==> config.mk <==
export PLATFORM = sky130hd
export DESIGN_NAME = mw_eeprom
export DESIGN_NICKNAME = d
export VERILOG_FILES = /design/src/rtl/mw_eeprom_pkg.sv /design/src/rtl/mw_pin_sync.sv /design/src/rtl/mw_busy_timer.sv /design/src/rtl/mw_cell_array.sv /design/src/rtl/mw_serial_ctrl.sv /design/src/rtl/mw_eeprom.sv
export SDC_FILE = /design/constraint.sdc
export NUM_CORES = 2
export LEC_CHECK = 0
export BUFFER_PORTS_ARGS = -buffer_cell sky130_fd_sc_hd__buf_2
export CAP_MARGIN = 20
export CORE_AREA = 2 2 360 362
export DETAILED_ROUTE_END_ITERATION = 12
export DIE_AREA = 0 0 362 364
export PLACE_DENSITY = 0.61
export SYNTH_ARGS = -nofsm -noshare
export SYNTH_HDL_FRONTEND = slang
export SYNTH_HIERARCHICAL = 1
export SYNTH_SLANG_ARGS = --single-unit
==> constraint.sdc <==
create_clock -name clk -period 3.65 [get_ports clk]
set_clock_uncertainty 0.05 [all_clocks]
set_input_delay 0.1825 -clock clk [delete_from_list [all_inputs] [get_ports clk]]
set_output_delay 0.1825 -clock clk [all_outputs]
set_load 0.005 [all_outputs]
==> src/rtl/mw_eeprom_pkg.sv <==
// Shared encodings for the serial EEPROM model.
// Assumes opcode and extended-code values fixed by the serial protocol.
package mw_eeprom_pkg;

    // Receive phase of the serial front end
    typedef enum logic [2:0] {
        PH_IDLE,
        PH_HEAD,
        PH_WDATA,
        PH_READ,
        PH_HOLD
    } phase_t;

    // Programming action waiting for chip select to fall
    typedef enum logic [2:0] {
        PK_NONE,
        PK_WRITE,
        PK_ERASE,
        PK_ERASE_ALL,
        PK_WRITE_ALL
    } prog_kind_t;

    // Two-bit opcode values
    localparam logic [1:0] OPC_EXT   = 2'b00;
    localparam logic [1:0] OPC_WRITE = 2'b01;
    localparam logic [1:0] OPC_READ  = 2'b10;
    localparam logic [1:0] OPC_ERASE = 2'b11;

    // Extended codes carried in the two top address bits
    localparam logic [1:0] EXT_LOCK   = 2'b00;
    localparam logic [1:0] EXT_WRALL  = 2'b01;
    localparam logic [1:0] EXT_ERALL  = 2'b10;
    localparam logic [1:0] EXT_UNLOCK = 2'b11;

endpackage

==> src/rtl/mw_pin_sync.sv <==
// Registers the three host pins once and derives edge strobes.
// Assumes the host pins are already synchronous to clk and that the
// serial clock stays stable for at least two system clocks per level.
module mw_pin_sync (
    input  logic clk,
    input  logic rst_n,
    input  logic cs,
    input  logic sk,
    input  logic di,
    output logic cs_s,
    output logic di_s,
    output logic sk_rise,
    output logic sk_fall,
    output logic cs_fall
);

    logic cs_q, cs_q2, sk_q, sk_q2, di_q;

    // Capture pins and keep one cycle of history for edge detection
    always_ff @(posedge clk) begin
        if (!rst_n) begin
            cs_q  <= 1'b0;
            cs_q2 <= 1'b0;
            sk_q  <= 1'b0;
            sk_q2 <= 1'b0;
            di_q  <= 1'b0;
        end else begin
            cs_q  <= cs;
            cs_q2 <= cs_q;
            sk_q  <= sk;
            sk_q2 <= sk_q;
            di_q  <= di;
        end
    end

    assign cs_s    = cs_q;
    assign di_s    = di_q;
    assign sk_rise = cs_q & sk_q & ~sk_q2;
    assign sk_fall = cs_q & ~sk_q & sk_q2;
    assign cs_fall = cs_q2 & ~cs_q;

endmodule

==> src/rtl/mw_busy_timer.sv <==
// Self-timed programming interval: busy for PROG_CYCLES clocks after start.
// Assumes start is never pulsed while busy is already high.
module mw_busy_timer #(
    parameter int PROG_CYCLES = 600
) (
    input  logic clk,
    input  logic rst_n,
    input  logic start,
    output logic busy
);

    localparam int CW = $clog2(PROG_CYCLES + 1);

    logic [CW-1:0] remain;

    // Load the interval on start, count down to zero otherwise
    always_ff @(posedge clk) begin
        if (!rst_n) begin
            remain <= '0;
        end else if (start) begin
            remain <= CW'(PROG_CYCLES);
        end else if (remain != '0) begin
            remain <= remain - 1'b1;
        end
    end

    assign busy = (remain != '0);

endmodule

==> src/rtl/mw_cell_array.sv <==
// Byte storage with one combinational read port and one write port that
// can hit a single location or every location in the same cycle.
// Assumes reset stands for a freshly erased part (all ones).
module mw_cell_array #(
    parameter int ADDR_W = 7,
    parameter int DATA_W = 8
) (
    input  logic              clk,
    input  logic              rst_n,
    input  logic              wr_en,
    input  logic              wr_all,
    input  logic [ADDR_W-1:0] wr_addr,
    input  logic [DATA_W-1:0] wr_data,
    input  logic [ADDR_W-1:0] rd_addr,
    output logic [DATA_W-1:0] rd_data
);

    localparam int DEPTH = 1 << ADDR_W;

    logic [DATA_W-1:0] cells [DEPTH];
    logic [DEPTH-1:0]  hit;

    // One select line per location: bulk write or address match
    for (genvar g = 0; g < DEPTH; g++) begin : g_sel
        assign hit[g] = wr_en & (wr_all | (wr_addr == ADDR_W'(g)));
    end

    // Update every selected location; reset to the erased value
    always_ff @(posedge clk) begin
        for (int i = 0; i < DEPTH; i++) begin
            if (!rst_n) begin
                cells[i] <= '1;
            end else if (hit[i]) begin
                cells[i] <= wr_data;
            end
        end
    end

    assign rd_data = cells[rd_addr];

endmodule

==> src/rtl/mw_serial_ctrl.sv <==
// Instruction shifter, decoder, enable latch and read-out shifter.
// Assumes pin strobes from mw_pin_sync and a combinational array read.
// A programming action is only armed here; it launches on chip-select fall.
module mw_serial_ctrl
    import mw_eeprom_pkg::*;
#(
    parameter int ADDR_W = 7,
    parameter int DATA_W = 8
) (
    input  logic              clk,
    input  logic              rst_n,
    input  logic              cs_s,
    input  logic              di_s,
    input  logic              sk_rise,
    input  logic              sk_fall,
    input  logic              cs_fall,
    input  logic              busy,
    input  logic [DATA_W-1:0] rd_data,
    output logic [ADDR_W-1:0] rd_addr,
    output logic              prog_go,
    output logic              prog_all,
    output logic [ADDR_W-1:0] prog_addr,
    output logic [DATA_W-1:0] prog_data,
    output logic              read_active,
    output logic              read_bit,
    output logic              wen
);

    localparam int HDR_W = ADDR_W + 2;
    localparam int MAXB  = (HDR_W > DATA_W) ? HDR_W : DATA_W;
    localparam int CNT_W = $clog2(MAXB + 1);

    phase_t            phase;
    prog_kind_t        pend;
    logic [CNT_W-1:0]  cnt;
    logic [HDR_W-1:0]  hdr;
    logic [DATA_W-1:0] wbuf;
    logic [DATA_W:0]   rbuf;
    logic [ADDR_W-1:0] paddr;
    logic [DATA_W-1:0] pdata;
    logic              wall;
    logic              rd_skip;

    logic [HDR_W-1:0]  hdr_next;
    logic [DATA_W-1:0] wbuf_next;
    logic [1:0]        hdr_op;
    logic [1:0]        hdr_ext;
    logic [ADDR_W-1:0] hdr_addr;

    // Next shift values and decoded fields of the incoming header
    always_comb begin
        hdr_next  = {hdr[HDR_W-2:0], di_s};
        wbuf_next = {wbuf[DATA_W-2:0], di_s};
        hdr_op    = hdr_next[HDR_W-1:HDR_W-2];
        hdr_addr  = hdr_next[ADDR_W-1:0];
        hdr_ext   = hdr_addr[ADDR_W-1:ADDR_W-2];
    end

    // Receive state machine, enable latch and read shifter
    always_ff @(posedge clk) begin
        if (!rst_n) begin
            phase   <= PH_IDLE;
            pend    <= PK_NONE;
            cnt     <= '0;
            hdr     <= '0;
            wbuf    <= '0;
            rbuf    <= '0;
            paddr   <= '0;
            pdata   <= '0;
            wall    <= 1'b0;
            rd_skip <= 1'b0;
            wen     <= 1'b0;
        end else if (!cs_s) begin
            phase   <= PH_IDLE;
            pend    <= PK_NONE;
            cnt     <= '0;
            rd_skip <= 1'b0;
        end else begin
            case (phase)
                PH_IDLE: begin
                    if (sk_rise && di_s) begin
                        phase <= busy ? PH_HOLD : PH_HEAD;
                        cnt   <= '0;
                        hdr   <= '0;
                    end
                end
                PH_HEAD: begin
                    if (sk_rise) begin
                        hdr <= hdr_next;
                        cnt <= cnt + 1'b1;
                        if (cnt == CNT_W'(HDR_W - 1)) begin
                            cnt   <= '0;
                            phase <= PH_HOLD;
                            case (hdr_op)
                                OPC_READ: begin
                                    rbuf    <= {1'b0, rd_data};
                                    rd_skip <= 1'b1;
                                    phase   <= PH_READ;
                                end
                                OPC_WRITE: begin
                                    paddr <= hdr_addr;
                                    wall  <= 1'b0;
                                    phase <= PH_WDATA;
                                end
                                OPC_ERASE: begin
                                    paddr <= hdr_addr;
                                    if (wen) pend <= PK_ERASE;
                                end
                                default: begin
                                    case (hdr_ext)
                                        EXT_UNLOCK: wen <= 1'b1;
                                        EXT_LOCK:   wen <= 1'b0;
                                        EXT_ERALL:  if (wen) pend <= PK_ERASE_ALL;
                                        default: begin
                                            wall  <= 1'b1;
                                            phase <= PH_WDATA;
                                        end
                                    endcase
                                end
                            endcase
                        end
                    end
                end
                PH_WDATA: begin
                    if (sk_rise) begin
                        wbuf <= wbuf_next;
                        cnt  <= cnt + 1'b1;
                        if (cnt == CNT_W'(DATA_W - 1)) begin
                            pdata <= wbuf_next;
                            phase <= PH_HOLD;
                            if (wen) pend <= wall ? PK_WRITE_ALL : PK_WRITE;
                        end
                    end
                end
                PH_READ: begin
                    if (sk_fall) begin
                        if (rd_skip) rd_skip <= 1'b0;
                        else         rbuf    <= {rbuf[DATA_W-1:0], 1'b0};
                    end
                end
                PH_HOLD: begin
                end
                default: phase <= PH_IDLE;
            endcase
        end
    end

    assign rd_addr     = hdr_addr;
    assign prog_go     = cs_fall && (pend != PK_NONE);
    assign prog_all    = (pend == PK_ERASE_ALL) || (pend == PK_WRITE_ALL);
    assign prog_addr   = paddr;
    assign prog_data   = ((pend == PK_ERASE) || (pend == PK_ERASE_ALL)) ? '1 : pdata;
    assign read_active = (phase == PH_READ);
    assign read_bit    = rbuf[DATA_W];

endmodule

==> src/rtl/mw_eeprom.sv <==
// Top level of the serial EEPROM model: pin capture, control, storage and
// programming timer. dout carries read data during a read, ready/busy
// status otherwise, and is 0 while chip select is low.
// Assumes a serial clock much slower than clk.
module mw_eeprom #(
    parameter int ADDR_W      = 7,
    parameter int DATA_W      = 8,
    parameter int PROG_CYCLES = 600
) (
    input  logic clk,
    input  logic rst_n,
    input  logic cs,
    input  logic sk,
    input  logic di,
    output logic dout
);

    logic              cs_s, di_s, sk_rise, sk_fall, cs_fall;
    logic              busy, prog_go, prog_all, read_active, read_bit, wen;
    logic [ADDR_W-1:0] rd_addr, prog_addr;
    logic [DATA_W-1:0] rd_data, prog_data;

    mw_pin_sync u_pins (
        .clk     (clk),
        .rst_n   (rst_n),
        .cs      (cs),
        .sk      (sk),
        .di      (di),
        .cs_s    (cs_s),
        .di_s    (di_s),
        .sk_rise (sk_rise),
        .sk_fall (sk_fall),
        .cs_fall (cs_fall)
    );

    mw_serial_ctrl #(.ADDR_W(ADDR_W), .DATA_W(DATA_W)) u_ctrl (
        .clk         (clk),
        .rst_n       (rst_n),
        .cs_s        (cs_s),
        .di_s        (di_s),
        .sk_rise     (sk_rise),
        .sk_fall     (sk_fall),
        .cs_fall     (cs_fall),
        .busy        (busy),
        .rd_data     (rd_data),
        .rd_addr     (rd_addr),
        .prog_go     (prog_go),
        .prog_all    (prog_all),
        .prog_addr   (prog_addr),
        .prog_data   (prog_data),
        .read_active (read_active),
        .read_bit    (read_bit),
        .wen         (wen)
    );

    mw_cell_array #(.ADDR_W(ADDR_W), .DATA_W(DATA_W)) u_cells (
        .clk     (clk),
        .rst_n   (rst_n),
        .wr_en   (prog_go),
        .wr_all  (prog_all),
        .wr_addr (prog_addr),
        .wr_data (prog_data),
        .rd_addr (rd_addr),
        .rd_data (rd_data)
    );

    mw_busy_timer #(.PROG_CYCLES(PROG_CYCLES)) u_timer (
        .clk   (clk),
        .rst_n (rst_n),
        .start (prog_go),
        .busy  (busy)
    );

    // Output select: read data, else ready status, gated by chip select
    assign dout = cs_s & (read_active ? read_bit : ~busy);

endmodule

==> impl_summary.md <==
Synth
Of all cell types, the one taking the most synthesized area is edfxtp_1. The share of flip-flops with an asynchronous set or reset after synthesis is 0%. For this run, the register share of the synthesized area comes to 63.0%. Synthesis produced a netlist with a net count of 3438. Dividing the synthesized area by the synthesized cell count gives 14.9 sq um. The netlist area before placement is 51000 sq um. The number of warnings issued by yosys is 6. The synthesized netlist cell count is 3423. In this run, synthesis inferred 1024 flip-flops with an integrated enable. The number of library cell types mapped by synthesis is 64. The most used flip-flop cell after synthesis is edfxtp_1.

After synthesis, the most frequently instantiated cells are edfxtp_1, or3_1, mux4_2. Ranked by total cell area, the synthesized netlist is headed by edfxtp_1, mux4_2, or3_1, dfxtp_1, clkbuf_1. The number of synthesized register bits is 1091. The share of the synthesized area in the top cell type is 60.3%.

Job
The number of violations of the max-capacitance limit is 0.

Clock tree
The number of buffers added by the clock tree synthesis step is 113. Counting along the longest clock path gives a buffer depth of 3. Clock tree synthesis found a total of 1091 sinks. The clock tree root driver cell is clkbuf_16. After clock tree synthesis, the repair step resized 0 gates.

The clock tree from TritonCTS is built. For the worst-skew pair, the clock arrives at the later sink with an insertion delay of 720 ps. In this run the number of H-tree levels came out at 3. After clock tree synthesis, the clock-pin slew on the worst setup and hold paths is 60 ps.

Power
The switching portion of total power is 21.4%. The peak supply drop is 0.371 mV. The total power after layout is 25.9 mW. Registers are responsible for 52.9% of the overall power. The fraction of power consumed by combinational cells is 3.5%. Internal power comes to 20.4 mW.

For this design the total switching power over the nets is 5.53 mW. The portion of total power attributed to the clock network is 43.6%. The leakage power of the design is 13.0 nW. The power density of the placed cells is 449 nW/um^2.

Worst setup path
The critical path class is flop to flop. The worst path buffer plus inverter count is 2. The critical path goes through buf_12, buf_4, mux4_2, mux4_2, mux4_2, mux2_2, a31oi_1, o22a_1, nor2_1. The capturing point of the worst reg2reg path is u_ctrl/rbuf[0]. In this design, the stage delay of the slowest critical-path cell is 580 ps.

The launching point of the worst reg2reg path is u_pins/di_s. For the worst setup path, the data required time is 4190 ps. The arrival time reported for the critical path endpoint is 3930 ps. The worst setup path startpoint is u_pins/di_s. The count of cell instances traversed by the critical path is 9.

The capture point of the worst path is u_ctrl/rbuf[0]. The worst setup slack for register-to-register paths is 260 ps. Along the worst path, the maximum fanout reaches 10. The library cell appearing most often on the critical path is mux4_2.

STA classifies the critical path startpoint as a flop. For the worst flop-to-flop path, the logic depth is 9. The type of destination of the critical path is a flop. The gate family responsible for the most delay along the worst path is multiplexers. Among all stages on the critical path, the largest delay is contributed by mux4_2.

Global route
For this run, global-route usage on met1 was measured as 28.7%. The number of antenna violations at the first check in global routing is 3. The number of global-route vias before repair is 30472. Across every metal layer, demand over resource in global routing totals 20.7%. The global routing's busiest layer is met2. The aggregate global routing overflow is 0. For met3 alone, demand over resource in global routing was 3.47%. The first global-routing pass estimated 206000 um of wire. For met2 alone, demand over resource in global routing was 33.5%.

Entering global routing, the biggest net connects 316 pins.

Layout
The layout has 10977 filler cells. Summing all flip-flop and latch instances after layout gives 32100 sq um. At the end of the flow the core is filled with cells to 44.9%. The number of nets at the end of the flow is 3433. Summing all multi-input logic gate instances after layout gives 17500 sq um.

The summed area of non-filler cells in the final layout is 57700 sq um. The growth of design area from synthesis to finish is 13.1%. The share of cells above drive strength 1 is 23.0%.

Timing
The share of the clock period used by the worst path after layout is 92.8%. Setup repair after global routing left no endpoint under its margin. The final-report hold violation count is 0. The headroom to the max-slew limit is -4.32%. The post-layout minimum cycle time is 3390 ps.

The post-route setup TNS is 0 ps. The max-slew violation count came to 113. The transition time at the pin with the least slew margin is 1560 ps. The total setup violations reported at the end of the flow is 0. The maximum achievable frequency is 295 MHz. The final critical-path setup slack is 262 ps.

Run status
The final reports fail on max-slew violations. The run finished, with violations left.

Floorplan
Measured along the x axis, the die boundary spans 362 um. The total number of placement rows is 132. The die is 364 um tall. The die covers 132000 sq um. The area inside the core boundary is 128000 sq um. 6 I/O pins were placed. The starting utilization of the core area is 39.7%.

Drt
The total DRC errors in the routed layout is 0. The post-route antenna net violation count is 0. For this block, the initial DRC count from the detailed router was 3280. The detail-routed net length per standard cell is 26.5 um. The total wire length is 138000 um. The total iterations of the first detailed-routing run is 5. The via-per-instance ratio is 5.96. Across all layers, the routed design uses 30956 vias.

Placed design
The placed wire-length estimate after detailed placement is 84100 um. The final weighted congestion in routability-driven placement is 0.838. The placement-stage cell area is 53900 sq um. Before CTS, the worst setup slack after placement is 324 ps. The number of buffers inserted by port buffering is 5.

Hold path
The path class of the lowest-slack min-delay path is input pin to flop.
[worst reg2reg max path, cell delays in order, from the launching register on]
cell,delay [ps]
dfxtp_4,420
buf_12,190
buf_4,280
mux4_2,550
mux4_2,510
mux4_2,580
mux2_2,320
a31oi_1,160
o22a_1,170
nor2_1,40
[power by group through the flow]
stage	logic (mW)	registers, mW	clock network (mW)
floorplan	0.602	14.0	0
global placement	0.886	14.0	0
detailed placement	0.902	14.0	0
CTS	0.910	13.7	11.5
global route	1.00	13.7	11.9
finish	0.907	13.7	11.3
[metrics by stage]
stage               cells  hold WS [ps]
floorplan            3423           254
global placement     4951           404
detailed placement   4955           419
CTS                  5173           348
global route         5190           372
finish               5192           387
[layout make-up]
type / count / area share (%)
Tap cell: 1675 / 3.63
Clock buffer: 138 / 5.10
Timing Repair Buffer: 268 / 4.09
Sequential cell: 1091 / 55.7
Multi-Input combinational cell: 1927 / 30.3
Inverter: 17 / 0.115
Antenna cell: 2 / 0.00868
Clock inverter: 74 / 1.07
[repair_timing]
action / CTS / global route
setup buffers: 0 / 0
hold buffers: 6 / 0
hold endpoints to repair: 19 / 0
[worst min path at each step]
stage	startpoint	endpoint	slack [ps]	depth (start not counted)
global placement	u_ctrl/rbuf[8]	u_ctrl/rbuf[8]	400	2
floorplan	cs	u_pins/cs_s	250	1
finish	rst_n	u_timer/remain[9]	390	3
detailed placement	u_ctrl/rbuf[8]	u_ctrl/rbuf[8]	420	2
global route	di	u_pins/di_s	370	3
CTS	rst_n	u_timer/remain[9]	350	3
[kinds of logic (layout without fill, tap and decap cells)]
kind of cell	count (synthesis)	after routing	synth area share, %
muxes	364	364	15.4
other	0	2	0
buffers and inverters	405	497	3.18
AOI/OAI and AO/OA	333	333	3.51
and+or+nand+nor	1219	1219	14.7
xor gates and xnor gates	1	1	0.0172
DFF	1091	1091	63.0
adders and majority gates	10	10	0.245
[routing by layer]
layer	routed length [um]	vias to the layer above
met3	10200	243
met1	57000	15863
met2	65800	1220
li1	-	13628
met5	11	-
met4	4750	2
[registers in the layout (all words and copies together), names as in the netlist]
signal,count
u_cells/cells,1024
u_ctrl/cnt,4
u_ctrl/hdr,8
u_ctrl/pdata,8
u_ctrl/pend,3
u_ctrl/phase,3
u_ctrl/prog_addr,7
u_ctrl/rbuf,9
u_ctrl/rd_skip,1
u_ctrl/wall,1
u_ctrl/wbuf,7
u_ctrl/wen,1
u_pins/cs_q2,1
u_pins/cs_s,1
u_pins/di_s,1
u_pins/sk_q,1
u_pins/sk_q2,1
u_timer/remain,10
[placed cells by master (no fill, tap or decap), types with 5 or more instances in the layout]
cell           count
a21oi_1          162
a311oi_1           7
a31oi_1            5
and2_1             7
buf_12            30
buf_2             14
buf_4            209
bufinv_16          9
clkbuf_1          24
clkbuf_16        114
clkbuf_4           6
clkinv_1          34
clkinv_2          19
clkinvlp_4         5
dfxtp_1           63
dlygate4sd3_1      6
edfxtp_1        1024
ha_1              10
inv_1             15
inv_6              5
mux2_2             9
mux2i_1           19
mux4_2           336
nand2_1           51
nand2b_1           6
nand2b_4           8
nand3_1           17
nor2_1            42
nor2b_1            9
nor3b_2            7
o21ai_0          132
or3_1           1024
(Power assumes the default switching activity.)
